`src/rtl/flash_cmd_pkg.sv`:
```
package flash_cmd_pkg;
  localparam int DATA_BYTES = 8;
  localparam int MAX_FRAME  = DATA_BYTES + 1;
  localparam int LEN_W      = 4;

  typedef enum logic [1:0] {
    FK_STATUS = 2'd0,
    FK_WREN   = 2'd1,
    FK_MAIN   = 2'd2
  } frameKind_t;

  typedef struct packed {
    logic       latch;
    logic       frameGo;
    frameKind_t kind;
  } ctlStrobe_t;
endpackage

```
`src/rtl/flash_cmd_dp.sv`:
```
module flash_cmd_dp
  import flash_cmd_pkg::*;
#(
  parameter int         HALF_DIV  = 2,
  parameter logic [7:0] WREN_OP   = 8'h06,
  parameter logic [7:0] STATUS_OP = 8'h05,
  parameter int         WIP_BIT   = 0
) (
  input  logic                  clk,
  input  logic                  rstN,
  input  ctlStrobe_t            ctl,
  input  logic [7:0]            opcode,
  input  logic [LEN_W-1:0]      lenCode,
  input  logic                  io2Level,
  input  logic                  io3Level,
  input  logic [31:0]           txLow,
  input  logic [31:0]           txHigh,
  input  logic                  io1,
  output logic                  sck,
  output logic                  csN,
  output logic                  io0,
  output logic                  io2Out,
  output logic                  io3Out,
  output logic [31:0]           rxLow,
  output logic [31:0]           rxHigh,
  output logic                  frameDone,
  output logic                  statusWip
);
  localparam int DIV_W = (HALF_DIV > 1) ? $clog2(HALF_DIV) : 1;
  localparam logic [DIV_W-1:0] DIV_LAST = DIV_W'(HALF_DIV - 1);
  localparam int WORD_W = 8 * DATA_BYTES;

  logic [7:0]        opQ;
  logic [LEN_W-1:0]  lenQ;
  logic [WORD_W-1:0] txQ;
  logic [WORD_W-1:0] rxQ;
  logic              io2Q, io3Q;
  frameKind_t        kindQ;
  logic              active;
  logic              sckQ, csNQ, doneQ, wipQ;
  logic [7:0]        txSh, rxSh;
  logic [2:0]        bitIdx;
  logic [LEN_W-1:0]  byteIdx;
  logic [DIV_W-1:0]  divCnt;

  logic [LEN_W-1:0]  lenEff;
  logic [LEN_W-1:0]  frameLen;
  logic [7:0]        firstByte;
  logic [7:0]        nextByte;

  // Length clamp: 0 acts as 1, anything above the frame limit acts as the limit.
  always_comb begin
    if (lenCode == '0)                        lenEff = LEN_W'(1);
    else if (lenCode > LEN_W'(MAX_FRAME))     lenEff = LEN_W'(MAX_FRAME);
    else                                      lenEff = lenCode;
  end

  always_comb begin
    case (kindQ)
      FK_STATUS: frameLen = LEN_W'(2);
      FK_WREN:   frameLen = LEN_W'(1);
      default:   frameLen = lenQ;
    endcase
  end

  always_comb begin
    case (ctl.kind)
      FK_STATUS: firstByte = STATUS_OP;
      FK_WREN:   firstByte = WREN_OP;
      default:   firstByte = opQ;
    endcase
  end

  // Payload slot k is sent as frame byte k+1; byteIdx is the current frame byte.
  always_comb begin
    nextByte = 8'h00;
    if (kindQ == FK_MAIN) begin
      for (int b = 0; b < DATA_BYTES; b++) begin
        if (byteIdx == LEN_W'(b)) nextByte = txQ[b*8 +: 8];
      end
    end
  end

  always_ff @(posedge clk or negedge rstN) begin
    if (!rstN) begin
      opQ     <= '0;
      lenQ    <= LEN_W'(1);
      txQ     <= '0;
      rxQ     <= '0;
      io2Q    <= 1'b1;
      io3Q    <= 1'b1;
      kindQ   <= FK_MAIN;
      active  <= 1'b0;
      sckQ    <= 1'b0;
      csNQ    <= 1'b1;
      doneQ   <= 1'b0;
      wipQ    <= 1'b0;
      txSh    <= '0;
      rxSh    <= '0;
      bitIdx  <= '0;
      byteIdx <= '0;
      divCnt  <= '0;
    end else begin
      doneQ <= 1'b0;
      if (ctl.latch) begin
        opQ  <= opcode;
        lenQ <= lenEff;
        txQ  <= {txHigh, txLow};
        rxQ  <= {txHigh, txLow};
        io2Q <= io2Level;
        io3Q <= io3Level;
        wipQ <= 1'b0;
      end
      if (ctl.frameGo) begin
        active  <= 1'b1;
        csNQ    <= 1'b0;
        sckQ    <= 1'b0;
        kindQ   <= ctl.kind;
        txSh    <= firstByte;
        bitIdx  <= '0;
        byteIdx <= '0;
        divCnt  <= '0;
      end else if (active) begin
        if (divCnt != DIV_LAST) begin
          divCnt <= divCnt + 1'b1;
        end else begin
          divCnt <= '0;
          if (!sckQ) begin
            sckQ <= 1'b1;
            rxSh <= {rxSh[6:0], io1};
          end else begin
            sckQ <= 1'b0;
            if (bitIdx == 3'd7) begin
              bitIdx <= '0;
              if (kindQ == FK_MAIN) begin
                for (int b = 0; b < DATA_BYTES; b++) begin
                  if (byteIdx == LEN_W'(b + 1)) rxQ[b*8 +: 8] <= rxSh;
                end
              end
              if (kindQ == FK_STATUS && byteIdx == LEN_W'(1)) wipQ <= rxSh[WIP_BIT];
              if (byteIdx == frameLen - LEN_W'(1)) begin
                active <= 1'b0;
                csNQ   <= 1'b1;
                doneQ  <= 1'b1;
              end else begin
                byteIdx <= byteIdx + LEN_W'(1);
                txSh    <= nextByte;
              end
            end else begin
              bitIdx <= bitIdx + 3'd1;
              txSh   <= {txSh[6:0], 1'b0};
            end
          end
        end
      end
    end
  end

  assign sck       = sckQ;
  assign csN       = csNQ;
  assign io0       = active ? txSh[7] : 1'b0;
  assign io2Out    = io2Q;
  assign io3Out    = io3Q;
  assign rxLow     = rxQ[31:0];
  assign rxHigh    = rxQ[WORD_W-1:32];
  assign frameDone = doneQ;
  assign statusWip = wipQ;

  p_sck_idle_r9: assert property (@(posedge clk) disable iff (!rstN)
    csN |-> !sck);

  p_lvl_hold_r6: assert property (@(posedge clk) disable iff (!rstN)
    (!csN && $past(!csN)) |-> ($stable(io2Out) && $stable(io3Out)));

  p_len_range_r5: assert property (@(posedge clk) disable iff (!rstN)
    (lenQ >= LEN_W'(1)) && (lenQ <= LEN_W'(MAX_FRAME)));
endmodule

```
`src/rtl/flash_cmd_ctrl.sv`:
```
module flash_cmd_ctrl
  import flash_cmd_pkg::*;
#(
  parameter int CS_GAP = 4
) (
  input  logic       clk,
  input  logic       rstN,
  input  logic       start,
  input  logic       wrenFirst,
  input  logic       waitIdle,
  input  logic       frameDone,
  input  logic       statusWip,
  output ctlStrobe_t ctl,
  output logic       busy,
  output logic       ready
);
  localparam int GAP_W = $clog2(CS_GAP + 1) > 0 ? $clog2(CS_GAP + 1) : 1;

  typedef enum logic [1:0] {S_IDLE, S_GAP, S_RUN} state_t;

  state_t      state;
  frameKind_t  pend;
  logic [GAP_W-1:0] gapCnt;
  logic        wrenQ, readyQ, busyQ;

  always_comb begin
    ctl.latch   = (state == S_IDLE) && start;
    ctl.frameGo = (state == S_GAP) && (gapCnt == '0);
    ctl.kind    = pend;
  end

  always_ff @(posedge clk or negedge rstN) begin
    if (!rstN) begin
      state  <= S_IDLE;
      pend   <= FK_MAIN;
      gapCnt <= '0;
      wrenQ  <= 1'b0;
      readyQ <= 1'b0;
      busyQ  <= 1'b0;
    end else begin
      readyQ <= 1'b0;
      case (state)
        S_IDLE: if (start) begin
          busyQ  <= 1'b1;
          wrenQ  <= wrenFirst;
          pend   <= waitIdle ? FK_STATUS : (wrenFirst ? FK_WREN : FK_MAIN);
          gapCnt <= '0;
          state  <= S_GAP;
        end
        S_GAP: begin
          if (gapCnt == '0) state <= S_RUN;
          else              gapCnt <= gapCnt - 1'b1;
        end
        S_RUN: if (frameDone) begin
          gapCnt <= GAP_W'(CS_GAP);
          case (pend)
            FK_STATUS: begin
              pend  <= statusWip ? FK_STATUS : (wrenQ ? FK_WREN : FK_MAIN);
              state <= S_GAP;
            end
            FK_WREN: begin
              pend  <= FK_MAIN;
              state <= S_GAP;
            end
            default: begin
              readyQ <= 1'b1;
              busyQ  <= 1'b0;
              state  <= S_IDLE;
            end
          endcase
        end
        default: state <= S_IDLE;
      endcase
    end
  end

  assign busy  = busyQ;
  assign ready = readyQ;

  p_ready_pulse_r10: assert property (@(posedge clk) disable iff (!rstN)
    ready |=> !ready);

  p_ready_not_busy_r10: assert property (@(posedge clk) disable iff (!rstN)
    ready |-> !busy);
endmodule

```
`src/rtl/flash_cmd_engine.sv`:
```
module flash_cmd_engine
  import flash_cmd_pkg::*;
#(
  parameter int HALF_DIV = 2,
  parameter int CS_GAP   = 4
) (
  input  logic        clk,
  input  logic        rstN,
  input  logic        start,
  input  logic [7:0]  opcode,
  input  logic [3:0]  lenCode,
  input  logic        wrenFirst,
  input  logic        waitIdle,
  input  logic        io2Level,
  input  logic        io3Level,
  input  logic [31:0] txLow,
  input  logic [31:0] txHigh,
  output logic [31:0] rxLow,
  output logic [31:0] rxHigh,
  output logic        busy,
  output logic        ready,
  output logic        sck,
  output logic        csN,
  output logic        io0,
  input  logic        io1,
  output logic        io2,
  output logic        io3
);
  ctlStrobe_t ctl;
  logic       frameDone;
  logic       statusWip;

  flash_cmd_ctrl #(.CS_GAP(CS_GAP)) u_ctrl (
    .clk       (clk),
    .rstN      (rstN),
    .start     (start),
    .wrenFirst (wrenFirst),
    .waitIdle  (waitIdle),
    .frameDone (frameDone),
    .statusWip (statusWip),
    .ctl       (ctl),
    .busy      (busy),
    .ready     (ready)
  );

  flash_cmd_dp #(.HALF_DIV(HALF_DIV)) u_dp (
    .clk       (clk),
    .rstN      (rstN),
    .ctl       (ctl),
    .opcode    (opcode),
    .lenCode   (lenCode),
    .io2Level  (io2Level),
    .io3Level  (io3Level),
    .txLow     (txLow),
    .txHigh    (txHigh),
    .io1       (io1),
    .sck       (sck),
    .csN       (csN),
    .io0       (io0),
    .io2Out    (io2),
    .io3Out    (io3),
    .rxLow     (rxLow),
    .rxHigh    (rxHigh),
    .frameDone (frameDone),
    .statusWip (statusWip)
  );

  p_ready_after_cs_r10: assert property (@(posedge clk) disable iff (!rstN)
    ready |-> ($past(csN) && !$past(csN, 2)));
endmodule

```
`config.mk`:
```
export PLATFORM = sky130hd
export DESIGN_NAME = flash_cmd_engine
export DESIGN_NICKNAME = d
export VERILOG_FILES = /design/src/rtl/flash_cmd_pkg.sv /design/src/rtl/flash_cmd_dp.sv /design/src/rtl/flash_cmd_ctrl.sv /design/src/rtl/flash_cmd_engine.sv
export SDC_FILE = /design/constraint.sdc
export NUM_CORES = 1
export LEC_CHECK = 0
export BUFFER_PORTS_ARGS = -buffer_cell sky130_fd_sc_hd__buf_2
export CAP_MARGIN = 5
export CORE_UTILIZATION = 45
export CTS_BUF_LIST = sky130_fd_sc_hd__clkbuf_4 sky130_fd_sc_hd__clkbuf_8
export DETAILED_ROUTE_END_ITERATION = 16
export GPL_ROUTABILITY_DRIVEN = 0
export GPL_TIMING_DRIVEN = 1
export PLACE_DENSITY = 0.66
export SKIP_CTS_REPAIR_TIMING = 1
export SYNTH_ARGS = -nofsm -noshare
export SYNTH_HDL_FRONTEND = slang
export SYNTH_SLANG_ARGS = --single-unit
export TNS_END_PERCENT = 50
```
`constraint.sdc`:
```
create_clock -name clk -period 2.8 [get_ports clk]
set_input_delay 0.42 -clock clk [delete_from_list [all_inputs] [get_ports clk]]
set_output_delay 0.42 -clock clk [all_outputs]
set_load 0.01 [all_outputs]
```
==> results of run 1 <==
placed cells by master (no fill, tap or decap), types with 5 or more instances in the layout:
cell      instances
nor3b_1           8
o21ai_0          20
nand3b_1         17
a31oi_1          29
o22ai_1          13
a211oi_1          7
nor3_1            5
nor4_1            6
dfrtp_1         177
inv_1            23
dfstp_2           6
xnor2_1           5
nor2_1           43
nand2_1         307
ha_1             13
nand2b_1         12
mux2_2           15
buf_4            22
a221oi_1         11
buf_2           153
a22o_1            6
clkbuf_8         20
a21o_1           43
a21oi_1          75
mux2i_1           8
nor2b_1          16
and3_1            6
power by group through the flow:
stage               clock network [W]  registers [W]  logic (W)
finish                        0.00187        0.00497    0.00409
CTS                           0.00191        0.00495    0.00412
global placement                    0        0.00500    0.00399
floorplan                           0        0.00464    0.00273
detailed placement                  0        0.00499    0.00411
global route                  0.00202        0.00507    0.00458
layer usage:
metal,global-route usage (%),routed length (um)
met1,35.7,11100
met2,39.8,11300
met3,4.86,1300
met4,8.15,686
met5,0,0
worst register-to-register path: cells and delay by family, from the launching register on:
kind                     cells  cell delay, ns
AO/OA/AOI/OAI                4            1.00
adder cells (fa/ha/maj)      1            0.86
flip-flops                   1            0.46
multiplexers                 1            0.17
buffers and inverters        1            0.11
cell usage after synthesis, types with 2 or more instances:
cell type  number  area share [%]
nand2_1       308              13
dfrtp_1       177              51
a21oi_1        75             4.3
clkbuf_1       46             2.0
a21o_1         43             3.7
nor2_1         43             1.8
a31oi_1        29             2.1
inv_1          23            0.99
o21ai_0        20             1.1
nand3b_1       17             1.5
buf_1          16            0.69
nor2b_1        16             1.1
mux2_2         15             1.9
ha_1           13             1.9
o22ai_1        13            0.93
nand2b_1       12            0.86
a221oi_1       11             1.1
mux2i_1         8            0.91
nor3b_1         8            0.69
a211oi_1        7            0.60
buf_2           7            0.40
a22o_1          6            0.60
and3_1          6            0.43
dfstp_2         6             1.8
nor4_1          6            0.43
nor3_1          5            0.29
xnor2_1         5            0.50
nand3_1         4            0.23
xor2_1          3            0.30
a2111oi_0       2            0.20
and2_1          2            0.14
nand4_1         2            0.14
o21bai_1        2            0.17
final cells by class:
cell class                 count  area share (%)
timing repair buffer         180            9.89
inverter                      23           0.844
clock inverter                 8            1.10
multi-input combinational    700            37.2
tap                          260            3.18
clock buffer                  24            2.98
sequential                   183            44.8
cell families after synthesis:
family | after synthesis | share of synthesized area (%)
AND/OR/NAND/NOR | 438 | 22.1
buffers and inverters | 94 | 4.23
multiplexers | 23 | 2.84
XOR/XNOR | 8 | 0.800
flip-flops | 183 | 52.4
adder cells (fa/ha/maj) | 13 | 1.86
AO/OA/AOI/OAI | 218 | 15.8
worst paths after layout:
kind	endpoint	from	slack [ns]
setup / recovery	u_dp.txSh[5]	u_dp.byteIdx[1]	0.16
hold / removal	u_dp.io3Out	io3Level	0.13
setup reg to reg	u_dp.txSh[5]	u_dp.byteIdx[1]	0.16
hold reg to reg	u_dp.io3Out	u_dp.io3Out	0.47
max in group asynchronous	u_dp.txQ[63]	rstN	1.49
min in group asynchronous	u_ctrl.ready	rstN	0.51
metrics by stage:
step                power, W  area [um^2]  setup WS, ns  hold WS [ns]  cells
finish                0.0109        10200         0.163         0.130   1378
floorplan            0.00737         8750         0.409         0.124    977
global route          0.0117        10200        0.0395         0.112   1378
global placement     0.00899         9810         0.345         0.447   1345
detailed placement   0.00909         9810         0.236         0.456   1345
CTS                   0.0110        10200         0.222       -0.0501   1377
registers in the layout, summed over array words and instances, names as in the netlist, 2 cells and up:
signal         flops
u_dp.rxSh          8
u_ctrl.pend        2
u_dp.bitIdx        3
u_dp.txQ          64
u_dp.txSh          8
u_dp.lenQ          4
u_ctrl.state       2
u_dp.byteIdx       4
u_dp.kindQ         2
u_dp.opQ           8
u_ctrl.gapCnt      3
u_dp.rxQ          64
==> impl_metrics.yaml, run 1 <==
outcome:
  status: "complete, no violations"
timing:
  maxSlewViolCount: 0
  finalHoldViolations: 0
  fin_skew_ns: 0.0175
  rsz0062_at_grt: "false"
  slew_headroom_pct: 29.0
  period_minus_slack_ns: 2.64
  fin_tns_setup_ns: 0
  fmax_mhz: 379
  finalCritPeriodShare_pct: 94.2
  worst_pin_slew_ns: 1.07
  setup_viol: 0
placement:
  dpl.hpwl_um: 17300
  io_buffers: 154
finish:
  final_nets: 1202
  n_antenna_cell: 0
  multi_input_area_mm2: 0.00381
  area_growth_pct: 16.9
  n_fill_cell: 1811
  regArea_mm2: 0.00459
  drive_gt1_share_pct: 21.4
  fin_util_pct: 54.2
logic_synthesis:
  avgSynthCellArea_um2: 8.96
  synth-main-ff-cell: "dfrtp_1"
  yosysWarningCount: 0
  synth_edf_count: 0
  synth.distinct_cells: 54
  syn_nets: 1074
  netlist_instances: 977
  seq_area_frac_synth_pct: 52.4
  syn_area_mm2: 0.00875
  synth_seq_cells: 183
  async_flop_share_pct: 100
cts:
  cts_root_buf: "clkbuf_8"
  htreeDepth: 4
  cts_made_buffers: 17
  cts_tree: "built"
  clk_pin_slew_ns: 0.10
  insertion_delay_ns: 0.47
  cts.sinks: 183
  clockBufferDepth: 2
worst_setup_path:
  worstPathCellList: "inv_1, ha_1, o21ai_0, a21oi_1, o22ai_1, o22ai_1, mux2_2"
  cp_common_cell: "o22ai_1"
  path_buf_inv: 1
  cp.required_ns: 3.20
  setup.worst_path.end_class: "flop"
  max_stage_delay_ns: 0.86
  critical_path_class: "reg2reg"
  path_delay_family: "compound AO/OA/AOI/OAI gates"
  cp-start-kind: "flop"
  cp_max_fo: 34
  cp.depth: 7
  crit_arrival_ns: 3.04
  crit_slowest_cell: "ha_1"
  reg2regPathDepth: 7
global_routing:
  antenna_found_initial: 0
  grt_pass1_wl_um: 38300
  grt_max_degree: 65
  grt_pass1_vias: 6990
  overflow: 0
  grt_util_all_layers_pct: 25.4
floorplanning:
  die_w_um: 141
  pin_count: 155
  fp-row-count: 50
  die_area_mm2: 0.0200
  core_area_mm2: 0.0189
  start_util_pct: 46.3
  die_y_um: 141
detailed_routing:
  drt_iter0_markers: 527
  totalWireLength_um: 24400
  drt.antenna.violating_nets: 0
  drc: 0
  viasPerCell: 5.37
  wl_per_cell_um: 17.7
  vias: 7403
  dr.pass1.iters: 5
min_path:
  holdPathStages: 3
  hold_class: "in2reg"
pwr:
  combinationalPowerShare_pct: 37.4
  power.switching_w: 0.00434
  swShare_pct: 39.8
  p_int_w: 0.00658
  cellPowerDensity_mw_per_mm2: 1070
  vdd_drop_max_mv: 0.527
  power_frac_clock_pct: 17.1
  pwr-share-seq_pct: 45.5
  leakage_nw: 5.33
job:
  max_cap_viol_count: 0
(Power assumes the default switching activity.)
==> run 2: changes to the inputs <==
clock period = 3.1 ns   (was 2.8 ns; I/O delays follow)
==> run 2 against run 1 <==
  * Largest cell class unchanged
  * Critical endpoint is now u_dp.rxQ[23]
  * First-iteration DRC count down 2.7%
  * Register-to-register slack better by 0.28 ns
  * Worst setup slack better by 0.28 ns
  * Highest routed layer unchanged
  * Total power fell by 11%
  * Non-clock buffer count shrank 9
  * Fmax down 0.82%
  * Die area did not move
  * Flip-flop and latch count did not move
  * Clock skew up 0.0046 ns
  * Cell area is 0.68% lower
==> impl_metrics.yaml, run 2 (synthesis results as in run 1) <==
cts:
  clk_pin_slew_ns: 0.10
  cts_root_buf: "clkbuf_8"
  cts_made_buffers: 17
  cts.sinks: 183
  cts_tree: "built"
  insertion_delay_ns: 0.48
  htreeDepth: 4
  clockBufferDepth: 2
finish:
  final_common_cell: "nand2_1"
  area_growth_pct: 16.1
  n_antenna_cell: 0
  mostFrequentLayoutCells: "nand2_1, dfrtp_1, buf_2"
  final_nets: 1193
  fin_util_pct: 53.8
  n_fill_cell: 1789
  largestRegisters: "u_dp.rxQ (64), u_dp.txQ (64)"
  drive_gt1_share_pct: 20.8
floorplanning:
  fp-row-count: 50
  core_area_mm2: 0.0189
  die_area_mm2: 0.0200
  start_util_pct: 46.3
  die_y_um: 141
  die_w_um: 141
  pin_count: 155
pwr:
  combinationalPowerShare_pct: 37.8
  power_frac_clock_pct: 16.5
  vdd_drop_max_mv: 0.471
  leakage_nw: 5.29
  cellPowerDensity_mw_per_mm2: 960
  swShare_pct: 41.4
  pwr-share-seq_pct: 45.8
  power.switching_w: 0.00404
  p_int_w: 0.00572
detailed_routing:
  wl_per_cell_um: 17.8
  drt_iter0_markers: 513
  vias: 7292
  drt.antenna.violating_nets: 0
  drc: 0
  dr.pass1.iters: 5
  totalWireLength_um: 24300
  viasPerCell: 5.33
timing:
  setup_viol: 0
  fin_tns_setup_ns: 0
  period_minus_slack_ns: 2.66
  hold_ws_ns: 0.0201
  timing.final.ws_setup_ns: 0.441
  worst_pin_slew_ns: 0.810
  fmax_mhz: 376
  finalCritPeriodShare_pct: 85.8
  finalHoldViolations: 0
  slew_headroom_pct: 46.0
  maxSlewViolCount: 0
  fin_skew_ns: 0.0221
  rsz0062_at_grt: "false"
worst_setup_path:
  max_stage_delay_ns: 0.76
  worstPathCellList: "ha_1, ha_1, nand4_4, nor4b_4, or4b_1, nor2_1, a31oi_1"
  cp.required_ns: 3.43
  cp-start-kind: "flop"
  cp_max_fo: 16
  cp-startpoint: "u_dp.bitIdx[0]"
  crit_arrival_ns: 2.99
  critical_path_class: "reg2reg"
  setup.worst_path.end_class: "flop"
  rrSetupSlack_ns: 0.44
  crit_slowest_cell: "or4b_1"
  cp_common_cell: "ha_1"
  regToRegStartpoint: "u_dp.bitIdx[0]"
global_routing:
  use_met1_pct: 34.6
  grt_util_all_layers_pct: 25.4
  grt_pass1_wl_um: 38600
  grt_pass1_vias: 7049
  antenna_found_initial: 0
  met2_usage_pct: 40.8
  grt-busiest-layer: "met2"
  met3_usage_pct: 5.16
  grt_max_degree: 81
  overflow: 0
placement:
  dpl.hpwl_um: 17000
  io_buffers: 154
  post-place-ws_ns: 0.452
outcome:
  status: "complete, no violations"
job:
  max_cap_viol_count: 0
min_path:
  hold_class: "in2async"
==> run 2: changes by cell type in the layout (fill, tap and decap cells not counted), moves of 2 or more <==
cell	before	now
bufinv_16	2	0
buf_4	22	12
clkinv_8	0	2
inv_8	1	3
inv_6	1	3
clkbuf_4	4	0
buf_12	3	5
==> run 2: final timing paths <==
path	endpoint	cells past startpoint
max reg2reg	u_dp.rxQ[23]	7
max in group asynchronous	u_dp.csN	2
min in group clk	u_dp.io2Out	3
min	u_dp.rxQ[21]	1
max	u_dp.rxQ[23]	7
min reg2reg	u_dp.io2Out	2
==> run 2: area by class of cell <==
cell class | count | area [um^2] | share of cell area (%)
tap | 260 | 325 | 3.20
inverter | 23 | 86.3 | 0.849
clock inverter | 13 | 131 | 1.29
multi-input combinational | 700 | 3810 | 37.4
clock buffer | 19 | 262 | 2.57
timing repair buffer | 171 | 967 | 9.52
sequential | 183 | 4590 | 45.1
==> run 2: critical path: cells and delay by family, from the launching register on <==
kind | cells | cell delay, ns
flip-flops | 1 | 0.38
AND/OR/NAND/NOR | 4 | 1.61
AO/OA/AOI/OAI | 1 | 0.06
adder cells (fa/ha/maj) | 2 | 0.46
==> run 2: power by group through the flow <==
stage                     combinational [W]  sequential [W]  clock (W)
after global routing                0.00414         0.00458    0.00172
after floorplan                     0.00246         0.00419          0
final                               0.00369         0.00447    0.00161
after global placement              0.00361         0.00449          0
after detailed placement            0.00369         0.00449          0
after CTS                           0.00371         0.00446    0.00163
==> run 2: stage by stage <==
| stage | power (W) | instances | cell area, um^2 |
|---|---|---|---|
| final | 0.00976 | 1369 | 10200 |
| after global routing | 0.0104 | 1369 | 10200 |
| after CTS | 0.00980 | 1369 | 10200 |
| after detailed placement | 0.00819 | 1337 | 9770 |
| after global placement | 0.00810 | 1337 | 9770 |
| after floorplan | 0.00665 | 977 | 8750 |
==> run 2: metal layers <==
metal / share of wire [%] / vias up
li1: - / 3522
met1: 45 / 3525
met3: 5.2 / 35
met4: 2.4 / 0
met2: 47 / 210
met5: 0 / -
